`config.mk`:
```
export PLATFORM = sky130hd
export DESIGN_NAME = pm_event_regs
export DESIGN_NICKNAME = d
export VERILOG_FILES = /design/src/rtl/pm_event_regs.sv
export SDC_FILE = /design/constraint.sdc
export NUM_CORES = 1
export LEC_CHECK = 0
export BUFFER_PORTS_ARGS = -buffer_cell sky130_fd_sc_hd__buf_2
export CAP_MARGIN = 20
export CELL_PAD_IN_SITES_DETAIL_PLACEMENT = 0
export CELL_PAD_IN_SITES_GLOBAL_PLACEMENT = 1
export CORE_MARGIN = 4
export CORE_UTILIZATION = 40
export DETAILED_ROUTE_END_ITERATION = 8
export GPL_ROUTABILITY_DRIVEN = 0
export PLACE_DENSITY = 0.78
export SYNTH_ARGS = -nofsm -noshare
export SYNTH_HDL_FRONTEND = slang
export SYNTH_SLANG_ARGS = --single-unit
```
`constraint.sdc`:
```
create_clock -name clk -period 2.1 [get_ports clk]
set_input_delay 0 -clock clk [delete_from_list [all_inputs] [get_ports clk]]
set_output_delay 0 -clock clk [all_outputs]
set_load 0.02 [all_outputs]
```
`src/rtl/pm_event_regs.sv`:
```
module pm_event_regs #(
  parameter int ADDR_W = 16,
  parameter int TMR_W  = 24
) (
  input  logic              clk,
  input  logic              rst_n,
  input  logic              tick,
  input  logic [ADDR_W-1:0] addr,
  input  logic              wr_en,
  input  logic              rd_en,
  input  logic [31:0]       wdata,
  output logic [31:0]       rdata,
  input  logic              cmd_wr,
  input  logic [7:0]        cmd_data,
  output logic              irq,
  output logic              poweroff_req
);
  localparam logic [5:0]  OFF_STS  = 6'h00;
  localparam logic [5:0]  OFF_EN   = 6'h02;
  localparam logic [5:0]  OFF_CTL  = 6'h04;
  localparam logic [5:0]  OFF_TMR  = 6'h08;
  localparam logic [15:0] IRQ_MSK  = 16'h0521;
  localparam int          SLP_BIT  = 13;
  localparam logic [7:0]  CMD_ON   = 8'hF1;
  localparam logic [7:0]  CMD_OFF  = 8'hF0;

  logic [5:0]       off;
  logic [TMR_W-1:0] cnt, cnt_inc;
  logic             tgt_hi, ovf, reach, clr;
  logic [15:0]      en, ctl, sts;
  logic             wr_sts, wr_en_reg, wr_ctl;

  assign off       = addr[5:0];
  assign wr_sts    = wr_en && off == OFF_STS;
  assign wr_en_reg = wr_en && off == OFF_EN;
  assign wr_ctl    = wr_en && off == OFF_CTL;
  assign cnt_inc   = cnt + 1'b1;
  assign reach     = tick && cnt_inc == {tgt_hi, {(TMR_W-1){1'b0}}};
  assign clr       = wr_sts && wdata[0];
  assign sts       = {15'b0, ovf};
  assign irq       = |(sts & en & IRQ_MSK);

  always_ff @(posedge clk) begin
    if (!rst_n) begin
      cnt          <= '0;
      tgt_hi       <= 1'b1;
      ovf          <= 1'b0;
      en           <= '0;
      ctl          <= '0;
      poweroff_req <= 1'b0;
    end else begin
      if (tick) cnt <= cnt_inc;
      if (clr && ovf) tgt_hi <= ~cnt[TMR_W-1];
      ovf <= (ovf && !clr) || reach;
      if (wr_en_reg) en <= wdata[15:0];
      if (wr_ctl) ctl <= wdata[15:0] & ~(16'b1 << SLP_BIT);
      if (cmd_wr && cmd_data == CMD_ON)  ctl[0] <= 1'b1;
      if (cmd_wr && cmd_data == CMD_OFF) ctl[0] <= 1'b0;
      poweroff_req <= wr_ctl && wdata[SLP_BIT] && wdata[11:10] == 2'b00;
    end
  end

  always_ff @(posedge clk) begin
    if (!rst_n) rdata <= '0;
    else if (rd_en) begin
      case (off)
        OFF_STS: rdata <= {16'b0, sts};
        OFF_EN:  rdata <= {16'b0, en};
        OFF_CTL: rdata <= {16'b0, ctl};
        OFF_TMR: rdata <= {{(32-TMR_W){1'b0}}, cnt};
        default: rdata <= '0;
      endcase
    end
  end

  AST_TMR_HOLD: assert property (@(posedge clk) disable iff (!rst_n)
    !tick |=> cnt == $past(cnt));
  AST_TMR_STEP: assert property (@(posedge clk) disable iff (!rst_n)
    tick |=> cnt == $past(cnt_inc));
  AST_TMR_UPPER_ZERO: assert property (@(posedge clk) disable iff (!rst_n)
    $past(rd_en && off == OFF_TMR) |-> rdata[31:TMR_W] == '0);
  AST_CLR_TAKES: assert property (@(posedge clk) disable iff (!rst_n)
    clr && !reach |=> !ovf);
  AST_IRQ_NEEDS_EN: assert property (@(posedge clk) disable iff (!rst_n)
    irq |-> ovf && en[0]);
  AST_CTL_NO_SLEEP: assert property (@(posedge clk) disable iff (!rst_n)
    $past(rd_en && off == OFF_CTL) |-> !rdata[SLP_BIT]);
  AST_POWEROFF_CAUSE: assert property (@(posedge clk) disable iff (!rst_n)
    poweroff_req |-> $past(wr_en && addr[5:0] == OFF_CTL && wdata[SLP_BIT] && wdata[11:10] == 2'b00));
  AST_CMD_ON: assert property (@(posedge clk) disable iff (!rst_n)
    cmd_wr && cmd_data == CMD_ON |=> ctl[0]);
  AST_CMD_OFF: assert property (@(posedge clk) disable iff (!rst_n)
    cmd_wr && cmd_data == CMD_OFF |=> !ctl[0]);
  AST_UNMAPPED_ZERO: assert property (@(posedge clk) disable iff (!rst_n)
    $past(rd_en && off != OFF_STS && off != OFF_EN && off != OFF_CTL && off != OFF_TMR) |-> rdata == '0);
  AST_RDATA_HOLD: assert property (@(posedge clk) disable iff (!rst_n)
    !rd_en |=> $stable(rdata));
endmodule

```
# Yosys cells after proc, flatten, opt, wreduce, memory -nomap -nowiden
# Cells that the tools add are included.
# op_classes
addsub,1
n_eq_ne,6
muxes,3
bitwise_logic,3
reduce_logical,18
# op_table
operator,n
$pmux 24 s4,1
$add 24x1->24 const B,1
$eq 24x24->1,1
$eq 8x8->1 const B,2
$and 1x11->11,1
$logic_and 1x1->1,11
$eq 6x2->1 const B,1
$eq 6x3->1 const B,1
$eq 6x4->1 const B,1
$logic_not 6->1,1
$reduce_or 4->1,1
$logic_not 2->1,1
$mux 1,2
$not 1->1,2
$reduce_bool 2->1,1
$reduce_or 2->1,1
$logic_not 1->1,1
$logic_or 1x1->1,1
# totals
reg_bits,90

# Logic depth before layout (Yosys ltp)
# Gate-level depths: netlist (run 1).
# depth
ltp_word,6
ltp_mapped,8
ltp_nobuf,7

# Least setup slack after synthesis (run 1)
# OpenSTA, ideal clock, no wires.
# synth_path
kind,register -> register
start,register cnt[0]
end,register cnt[14]
t_arrival_ns,1.740
path_slack_ns,0.245
stages_incl_launch_ff,9
synth_period_minus_slack_ns,1.855
cell_sequence,dfxtp_1 > ha_1 > nand3_1 > nor2_1 > and4_1 > clkbuf_1 > nand4_1 > xnor2_1 > and2_1
# synth_via
elab_chain_len,1
# synth_lines
item,line_no,text
start: declaration,28,"logic [TMR_W-1:0] cnt, cnt_inc;"
start signal: assignment,52,if (tick) cnt <= cnt_inc;
$add 24x1->24,37,assign cnt_inc = cnt + 1'b1;
# No other way between the ends.
# A chain may end at the register's enable or synchronous reset.

# Worst setup path after layout (run 1)
# layout_path
start,register cnt[1]
end,register cnt[14]
# Same word-level chain as after synthesis.

==> run summary, run 1 <==
The filler-free cell count of the finished design came out at 700. The first-pass GRT wire length is 17.2 mm. The kind of cell with the highest combined delay on the critical path is simple AND/OR/NAND/NOR gates. The area of combinational cells with multiple inputs came out at 2220 µm². The count of flip-flops with a built-in enable after synthesis came out at 0. The register area is 1640 µm². The relative slew slack came out at 53.3%. The minimum period implied by the final worst setup slack is 1.87 ns. The all-layer global routing usage came out at 18.2%. The via count is 3,619. In this run the critical register-to-register path is launched from cnt[1]. The clock buffer count from CTS is 9. The completed layout was analyzed and its total power is 2.83 mW.

The antenna diode instance count came out at 0. The mapped netlist covers 4100 µm². The global-route congestion overflow total is 0.

After technology mapping, the gate count stands at 489. The remaining design rule violation count is 0. Setup violations remaining at the end of the flow were counted as 0. After synthesis, the netlist uses 53 different library cells. The die span in x is 109 µm.

The run finished with clean final reports. The worst-case IR drop observed on VDD is 0.000345 V. The HPWL after detailed placement is 7.01 mm. The cell count after placement came out at 665.

The ratio of routed vias to standard cells is 5.17. The number of antenna violations at the first check in global routing is 0. The sequential cell area fraction in the yosys report came out at 40.0%.

After synthesis, the share of flip-flops with an asynchronous set or reset is 0%. The starting utilization of the core area came out at 41.6%. The most used flip-flop cell after synthesis is dfxtp_1.

The worst register-to-register path ends at cnt[14]. The proportion of layout cells with a drive suffix above 1 came out at 19.9%. The tree is rooted in a clkbuf_8. The area growth from synthesis to layout is 19.9%.

For the worst-skew pair, the clock arrives at the later sink with an insertion delay of 0.36 ns. The flop and latch count out of synthesis came out at 82. The highest cell delay on the worst timing path is 0.37 ns. Buffers placed on the I/O ports in this run total 61.

Across the run, the number of max-cap violations was 0. The total clock sinks is 82. The first detailed-routing pass took 4 iterations. The synthesized design spends more area on one cell type than any other, namely dfxtp_1. The final-layout setup total negative slack is 0 ns.

The placeable core region is 9860 µm². The count of pins on the block boundary is 96. In this run the number of cells on the critical path is 7. Entering global routing, the biggest net connects 83 pins. The clock edge transition at the registers on the reported setup and hold paths is 0.09 ns. No sink is reached through more buffers than the 2 on the longest clock path. The critical path ends at cnt[14].

The average size of a mapped cell came out at 8.39 µm². The worst path uses 89.3% of the clock period. The fraction of post-synthesis cell area in the top cell type by area came out at 40.0%. The number of cells on the worst reg-to-reg path came out at 7.

In this run the worst setup path begins at cnt[1]. The final number of max-transition violations is 0. The type of origin of the critical path is a flop. In this run the remaining antenna-violating nets after routing total 0. The arrival time at the worst endpoint is 2.14 ns. The required time at the endpoint of the critical path came out at 2.36 ns. The clock tree from TritonCTS is built. The cell with the largest stage delay on the worst path is dfxtp_1. The number of DRC markers after the initial detailed-route iteration is 168. The synthesis warning total came out at 0. After the last flow step, the layout net total stands at 625.

In this run the static leakage power is 1.82 nW. The H-tree depth reported by CTS is 3. The number of buffer and inverter stages on the critical path came out at 0. The maximum net fanout on the critical path came out at 6. In this run the post-CTS setup repair buffer count came out at 0. The start-to-end type of the worst setup path is flop to flop. The clock tree skew after final layout came out at 0.0122 ns. The post-detailed-routing wire length came out at 10.3 mm. Setup repair after global routing left no endpoint under its margin. Row generation in the floorplan step produced 36 rows. The filler cell count in the final layout is 949.

The total count of hold-check failures in the final report was 0. In the post-synthesis netlist, the biggest area contributors are dfxtp_1 40%, nand2_1 7.3%, a21boi_0 5.9%. The flop-to-flop setup slack came out at 0.23 ns.

The class of the tightest hold or removal check is input port to flop. The pin slew with the least headroom to its limit is 0.701 ns. The worst hold path begins at tick.

The most numerous cell in the Yosys netlist is dfxtp_1. For this run, the top clock speed supported by timing is 533 MHz. The power per standard cell area is 575 nW/µm². The kind of end point of the critical path is a flop. Walking the worst path, the cells encountered are ha_1 > nand3_1 > nor2_1 > and4_1 > nand4_1 > xnor2_1 > and2_1. The die outline area came out at 11,900 µm².

In the final routed layout, each cell accounts on average for 14.7 µm. Sorting the synthesized cells by how often they occur yields 82 x dfxtp_1, 80 x nand2_1, 37 x nand3_1. The chip height came out at 109 µm. The number of global-route vias before repair is 3,566.
per-stage QoR:
stage | cell area, µm² | hold slack, ns | util [%] | setup WS, ns
after floorplan | 4130 | 0.0703 | - | 0.245
after global placement | 4540 | 0.205 | 46.1 | 0.179
after detailed placement | 4540 | 0.204 | 46.1 | 0.160
after CTS | 4910 | 0.0976 | 49.8 | 0.201
after global routing | 4920 | 0.111 | 49.9 | 0.0312
final | 4920 | 0.0993 | 49.9 | 0.225
repair_timing:
| action | in CTS | in global routing |
|---|---|---|
| setup endpoints to repair | 0 | 1 |
| gates resized for setup | 0 | 1 |
| hold buffers | 19 | 0 |
| endpoints found under the hold margin | 32 | 0 |
power breakdown:
group | switching (mW) | total [mW] | internal, mW
clock | 0.614 | 1.08 | 0.466
combinational | 0.0999 | 0.183 | 0.0831
sequential | 0.00545 | 1.57 | 1.56
total | 0.719 | 2.83 | 2.11
worst min-delay path by stage:
stage,depth (start not counted),endpoint,slack (ns)
2_1_floorplan,1,poweroff_req,0.07
3_3_place_gp,2,poweroff_req,0.21
3_5_place_dp,2,poweroff_req,0.20
4_1_cts,3,cnt[1],0.1
5_1_grt,3,cnt[1],0.11
6_report,3,cnt[1],0.1
per-layer routing:
layer  GRT usage (%)  vias to the layer above  part of all wire (%)
li1                -                     1819                     -
met1            24.7                     1705                    49
met2            29.3                       77                    45
met3            3.17                       18                   3.4
met4            6.32                        0                   1.9
met5               0                        -                     0
layout by cell type, fill, tap and decap left out, types with 7 or more instances in the layout:
master and n:
xnor2_1 19, conb_1 8, buf_2 61, nor2_1 8
nor2b_1 16, a21oi_1 17, a21boi_0 32, nand2_1 80
dlygate4sd3_1 19, dfxtp_1 82, nand3_1 37, a22oi_1 16
nand4_1 9, and2_1 23, nand2b_1 8, o21a_1 15
a21boi_1 11, clkbuf_8 10, o21ai_0 7, buf_4 24
logic make-up (layout without fill, tap and decap cells):
logic type	count (synthesis)	count (layout)	share of synthesized area [%]
simple gates	211	211	27.6
other cells	1	8	0.0914
buf+inv	53	124	6.55
fa+ha+maj	2	2	0.549
xor+xnor	24	24	5.12
compound gates	112	112	19.1
flops	82	82	40.0
mux	4	4	1.01
cell type report:
| cell class | count | area share, % |
|---|---|---|
| inverter | 3 | 0.229 |
| sequential | 82 | 33.4 |
| multi-input combinational | 361 | 45.2 |
| timing repair buffer | 105 | 14.1 |
| clock buffer | 11 | 2.87 |
| clock inverter | 5 | 0.788 |
| tap | 133 | 3.38 |
worst min-delay path, cell delays in order:
cell     delay [ns]
buf_2          0.18
mux2i_1        0.17
nor2b_1        0.05
state kept, by name (all words and copies together) (netlist names):
| signal | flops |
|---|---|
| tgt_hi | 1 |
| rdata | 24 |
| cnt | 24 |
| en | 16 |
| ctl | 15 |
| ovf | 1 |
| poweroff_req | 1 |
No activity file was read; power rests on OpenSTA's default activity.
==> inputs of run 2 (changes only) <==
--- a/config.mk
+++ b/config.mk
@@ -5,12 +5,13 @@
 export SDC_FILE = /design/constraint.sdc
 export NUM_CORES = 1
 export LEC_CHECK = 0
+export ABC_AREA = 1
 export BUFFER_PORTS_ARGS = -buffer_cell sky130_fd_sc_hd__buf_2
 export CAP_MARGIN = 20
 export CELL_PAD_IN_SITES_DETAIL_PLACEMENT = 0
 export CELL_PAD_IN_SITES_GLOBAL_PLACEMENT = 1
 export CORE_MARGIN = 4
-export CORE_UTILIZATION = 40
+export CORE_UTILIZATION = 38
 export DETAILED_ROUTE_END_ITERATION = 8
 export GPL_ROUTABILITY_DRIVEN = 0
 export PLACE_DENSITY = 0.78
==> run summary, run 2 <==
The biggest area contributor in the post-synthesis netlist is dfxtp_1. The ratio of routed vias to standard cells came out at 5.03. The clock buffer count from CTS is 9. The share of the clock period used by the worst path after layout came out at 86.0%. By area, the combinational part of the netlist is dominated by simple AND/OR/NAND/NOR gates. The total power of the final layout is 3.18 mW. TritonCTS built the clock tree.

The maximum count of clock buffers along a single path came out at 2. Entering global routing, the biggest net connects 53 pins. The die outline area came out at 12,600 µm². Setup repair after global routing left no endpoint under its margin. The final worst-path setup slack is 0.293 ns. The count of flip-flops with a built-in enable after synthesis is 0. Sequential elements use 39.8% of the synthesized area.

The via count is 4,182. The cell count after placement is 795. The die span in x came out at 112 µm. The number of DRC markers after the initial detailed-route iteration is 296. The commonest cells after synthesis are 150 x nand2_1, 85 x nor2_1, 82 x dfxtp_1.

The largest single stage delay on the critical path is 0.40 ns. The arithmetic-cell share of the synthesized area counting full adders, half adders and majority gates is 0.303%. The number of nets in the layout came out at 753.

The placeable core region is 10,500 µm². The area of all placed cells without fillers is 4950 µm². The number of buffers inserted by port buffering is 61.

The minimum period implied by the final worst setup slack is 1.81 ns. The synthesized netlist devotes 0.424% of its cell area to XOR and XNOR gates. For this run, the detailed router's first-pass iteration total came to 5.

The relative slew slack is 53.0%. The largest registers in the layout are cnt: 24 flops, rdata: 24 flops, en: 16 flops. The final-layout setup total negative slack came out at 0 ns. Detailed placement finished with a half-perimeter wire length of 8.51 mm. The maximum operating frequency came out at 554 MHz. The mapped cell area is 4130 µm². The end-of-flow core utilization came out at 47.3%.

Counting every sink on the clock net gives 82. The post-detailed-routing wire length came out at 11.8 mm. The chip height is 112 µm. The arrival time at the worst endpoint came out at 2.09 ns. The total count of hold-check failures in the final report is 0. After clock tree synthesis, the clock-pin slew on the worst setup and hold paths is 0.09 ns. The routed design uses 777 µm of met3 wire. In the synthesized netlist, the number of instances is 614. The routed metal-1 wire length is 5.57 mm. The flow ran to the end, and the final reports show no timing, DRC or antenna violations. Across the VDD grid, the largest voltage drop is 0.000313 V.

In the post-synthesis netlist, the cell with the most instances is nand2_1. The synthesized design contains 82 register bits. The maximum net fanout on the critical path is 6. The clock tree skew after final layout came out at 0.0106 ns.

In the layout the commonest cells are 150 x nand2_1, 85 x nor2_1, 82 x dfxtp_1, 72 x inv_1, 61 x buf_2. The setup fix buffers added after clock tree synthesis came out at 0. The first-pass GRT wire length came out at 19.0 mm. The synthesis warning total is 0. Yosys attributes the largest share of cell area to dfxtp_1 40%, nand2_1 14%, nor2_1 7.7%.

The total of max-cap violations came out at 0. On the critical path, the stage with the largest delay is an instance of dfxtp_1. The cell chosen for the clock root is clkbuf_8.

The starting utilization of the core area is 39.5%. The setup violation total in the final timing report came out at 0. Across all hold checks on the routed design, the worst slack comes to 0.0247 ns. The reported leakage power is 2.28 nW. In the synthesized netlist the dominant register cell turns out to be dfxtp_1. The area growth from synthesis to layout is 19.8%. The path class of the tightest hold or removal check is input port to flop. The fraction of post-synthesis cell area in the top cell type by area is 39.8%. Yosys mapped the design onto 34 distinct sky130hd cell types. The final number of max-transition violations is 0. Walking the worst path, the cells encountered are ha_1 > nand2_1 > nor2_4 > nand3_1 > nand2_1 > nand3_1 > nor2_1 > nand2_1 > nor2_1 > nand3_1 > a21oi_1. The count of pins on the block boundary is 96. Counting flops with an async set or reset pin after synthesis yields a share of 0%. The routed design uses 5.31 mm of met2 wire. Once placement finished, the instance area stood at 4540 µm². The global-route congestion overflow total came out at 0. Dividing the detail-routed wire length by the instance count gives 14.2 µm.

The antenna diode instance count is 0. The share of the synthesized area in compound gates (AO/OA/AOI/OAI) came out at 18.2%. The power per standard cell area is 643 nW/µm².

The post-synthesis mux area share is 0%. In this run the remaining antenna-violating nets after routing total 0. The H-tree depth reported by CTS is 3.

The all-layer global routing usage came out at 18.8%. The number of antenna violations at the first check in global routing came to 0. The remaining design rule violation count came out at 0.

The later-pin clock latency in the skew report is 0.36 ns. Counting the fill cells in the layout gives 1,106. The filler-free cell count of the finished design came out at 831. In this run the top signal layer used is met4. Row generation in the floorplan step produced 37 rows.

The kind of end point of the critical path is a flop. Dividing the synthesized area by the synthesized cell count gives 6.72 µm². The required time at the endpoint of the critical path came out at 2.39 ns.

The number of global-route vias before repair is 3,778. By startpoint and endpoint, the worst setup path is classified as flop to flop. The synthesized-area fraction occupied by and/or/nand/nor cells is 30.7%. The pin slew with the least headroom to its limit is 0.705 ns.

The post-place setup slack is 0.311 ns. The most common cell after layout, fill and taps aside is nand2_1. The proportion of layout cells with a drive suffix above 1 came out at 14.8%. The type of origin of the critical path is a flop.
## run 2: per-layer routing
metal,vias to the layer above,global-route usage (%)
met4,0,5.29
met3,15,3.40
met1,1918,26.4
met2,129,29.5
li1,2120,-
met5,-,0
## run 2: cell families (layout without fill, tap and decap cells)
kind of cell | after synthesis | in the layout
AND/OR/NAND/NOR | 289 | 289
AO/OA/AOI/OAI | 133 | 133
buffers and inverters | 106 | 180
flip-flops | 82 | 82
XOR/XNOR | 2 | 2
adder cells (fa/ha/maj) | 1 | 1
other | 1 | 8
## run 2: timing repair
action | CTS | global route
hold buffers | 20 | 0
gates resized for setup | 0 | 0
endpoints found under the setup margin | 0 | 0
hold endpoints to repair | 37 | 0
## run 2: final cells by class
| cell class | count | area [µm²] | area share [%] |
|---|---|---|---|
| repair buffers | 89 | 566 | 11.4 |
| well taps | 136 | 170 | 3.44 |
| flip-flops and latches | 82 | 1640 | 33.2 |
| inverters | 75 | 282 | 5.69 |
| clock buffers | 10 | 138 | 2.78 |
| clock inverters | 6 | 72.6 | 1.47 |
| multi-input cells | 433 | 2080 | 42.0 |
## run 2: power by group
group          internal, mW  total, mW  switching (mW)  leakage [nW]
Sequential             1.60       1.64          0.0443         0.667
Clock                 0.597       1.23           0.633         0.104
Combinational         0.114      0.311           0.197          1.51
## run 2: worst paths after layout
check | from | endpoint | slack (ns) | cells after the start
setup / recovery | cnt[1] | ovf | 0.29 | 11
hold reg to reg | ctl[7] | ctl[7] | 0.46 | 2
setup reg to reg | cnt[1] | ovf | 0.29 | 11
hold / removal | addr[3] | ovf | 0.02 | 3
## run 2: critical path, delay by kind of cell (launching register included)
family	cells	cell delay [ns]
compound gates	1	0.11
fa+ha+maj	1	0.23
simple gates	9	1.00
flops	1	0.40
==> inputs of run 3 (changes only) <==
--- a/config.mk
+++ b/config.mk
@@ -8,13 +8,12 @@
 export ABC_AREA = 1
 export BUFFER_PORTS_ARGS = -buffer_cell sky130_fd_sc_hd__buf_2
 export CAP_MARGIN = 20
-export CELL_PAD_IN_SITES_DETAIL_PLACEMENT = 0
-export CELL_PAD_IN_SITES_GLOBAL_PLACEMENT = 1
 export CORE_MARGIN = 4
-export CORE_UTILIZATION = 38
+export CORE_UTILIZATION = 54
 export DETAILED_ROUTE_END_ITERATION = 8
 export GPL_ROUTABILITY_DRIVEN = 0
 export PLACE_DENSITY = 0.78
+export SKIP_CTS_REPAIR_TIMING = 1
 export SYNTH_ARGS = -nofsm -noshare
 export SYNTH_HDL_FRONTEND = slang
 export SYNTH_SLANG_ARGS = --single-unit
==> run summary, run 3 (synthesis gave the netlist of run 2 again) <==
The worst hold path belongs to the class input port to flop. Setup repair after global routing left no endpoint under its margin. The arrival time at the worst endpoint is 2.16 ns. The number of global-route vias before repair came out at 3,782. The worst hold margin is 0.00998 ns. The floorplan row count came out at 31.

The all-layer global routing usage came out at 24.7%. The power per standard cell area came out at 685 nW/µm². The placeable core region is 7330 µm². The number of antenna violations at the first check in global routing came out at 0. The number of buffer and inverter stages on the critical path came out at 0.

The most common cell after layout, fill and taps aside is nand2_1. The area of all placed cells without fillers came out at 4900 µm². The HPWL after detailed placement is 7.79 mm. The critical path is of the flop to flop type.

The total of max-cap violations came out at 0. The largest registers in the layout are cnt: 24 flops, rdata: 24 flops, en: 16 flops. The die outline area came out at 9110 µm². The count of nets left with antenna violations once routing finished came out at 0. Traced cell by cell, the critical path runs through ha_1 > nand3_1 > nor2_4 > nand2_1 > o21bai_1 > nand2_1 > nor2_1 > nand2_1 > nor2_1 > nand3_1 > a21oi_1.

In this run, placement finished with an instance count of 756. For this run, the top clock speed supported by timing is 534 MHz. The final number of max-transition violations came out at 0. The die span in x is 95.4 µm. The reported leakage power is 2.28 nW. The number of DRC markers after the initial detailed-route iteration is 389. Once the floorplan was initialized, standard cells occupied 56.3% of the core. The worst IR drop on VDD is 0.000494 V.

The type of origin of the critical path is a flop. The pin count of the biggest net entering global routing is 53. The global-route track usage on met3 came out at 4.34%.

The via count is 4,183. For the worst flop-to-flop path, the logic depth is 11. The met1 track utilization from global routing is 33.7%. The first global-routing pass estimated 17.6 mm of wire.

The post-route netlist has 14.6% of its cells at a drive strength greater than 1. TritonCTS built the clock tree. Counting the buffers created by CTS gives 9. The root buffer cell chosen for the clock tree is clkbuf_8. The antenna diode instance count came out at 0.

The later-pin clock latency in the skew report is 0.36 ns. The total power of the final layout came out at 3.36 mW. Cells fill 66.9% of the core in the end.

During I/O placement, the number of pins put on the boundary was 96. The final-layout setup total negative slack is 0 ns. In the routed design, unresolved DRC markers number 0. The number of buffers inserted by port buffering came out at 61. The pin slew with the least headroom to its limit is 0.941 ns. In this design, the stage delay of the slowest critical-path cell is 0.41 ns.

The cell that appears most often on the critical path is nand2_1. The minimum period implied by the final worst setup slack is 1.87 ns. The share of the clock period used by the worst path after layout is 89.2%. The post-detailed-routing wire length is 11.4 mm.

The flow ran to the end, and the final reports show no timing, DRC or antenna violations. The total count of hold-check failures in the final report is 0. The H-tree depth reported by CTS came out at 3. The number of nets in the layout is 749. On the final layout, the worst clock skew is 0.0114 ns. Dividing the detail-routed via count by the number of cells gives 5.29. The relative slew slack is 37.2%. The total clock sinks is 82. The maximum net fanout on the critical path came out at 5. The total cell area at the placement stage is 4480 µm². The post-place setup slack is 0.320 ns. After layout, the worst setup slack is 0.226 ns. Dividing the detail-routed wire length by the instance count gives 14.4 µm.

The met2 layer usage reported by global route is 40.0%. The logic depth of the worst path, buffers included came out at 11. The setup violation total in the final timing report is 0. The count of TritonRoute iterations in the first routing pass came out at 5. The required time at the endpoint of the critical path is 2.38 ns. In this run the deepest clock path goes through 2 buffers. The filler-free cell count of the finished design is 790. The area growth from synthesis to layout came out at 18.8%. After global routing, the most crowded layer is met2. Clock-pin slew was measured on the worst setup and hold paths at 0.09 ns. The global-route congestion overflow total came out at 0. The kind of cell with the highest combined delay on the critical path is simple AND/OR/NAND/NOR gates. The worst hold path depth is 4. The worst setup path is captured at a flop. The slowest stage of the critical path is the dfxtp_1 cell. The library cells used most frequently in the layout, excluding fill and tap cells, are 150 x nand2_1, 85 x nor2_1, 82 x dfxtp_1, 72 x inv_1, 61 x buf_2. The chip height came out at 95.4 µm.
run 3: report_power, final:
part / switching (mW) / internal [mW] / total [mW]
Clock: 0.612 / 0.800 / 1.41
Sequential: 0.0449 / 1.60 / 1.64
Combinational: 0.196 / 0.112 / 0.308
Total: 0.853 / 2.51 / 3.36
run 3: final timing paths:
path,from,slack [ns],endpoint
worst max-delay path,cnt[1],0.23,ovf
worst min-delay path,cmd_wr,0.01,ctl[0]
worst max register to register,cnt[1],0.23,ovf
worst min register to register,ctl[9],0.46,ctl[9]
run 3: layout make-up:
type | count | area [µm²]
Inverter | 75 | 282
Tap cell | 99 | 124
Sequential cell | 82 | 1640
Multi-Input combinational cell | 433 | 2080
Timing Repair Buffer | 85 | 531
Clock inverter | 7 | 124
Clock buffer | 9 | 124
Fill cell | 661 | 2430
run 3: per-layer routing:
layer  routed length [µm]  vias up  part of all wire [%]
met1                 5020     1856                    44
met3                  764       14                   6.7
li1                     -     2120                     -
met5                    0        -                     0
met4                  145        0                   1.3
met2                 5460      193                    48
run 3: worst min-delay path: cells and delay by family:
family          cells  cell delay [ns]
compound gates      1             0.09
buf+inv             2             0.15
simple gates        1             0.11
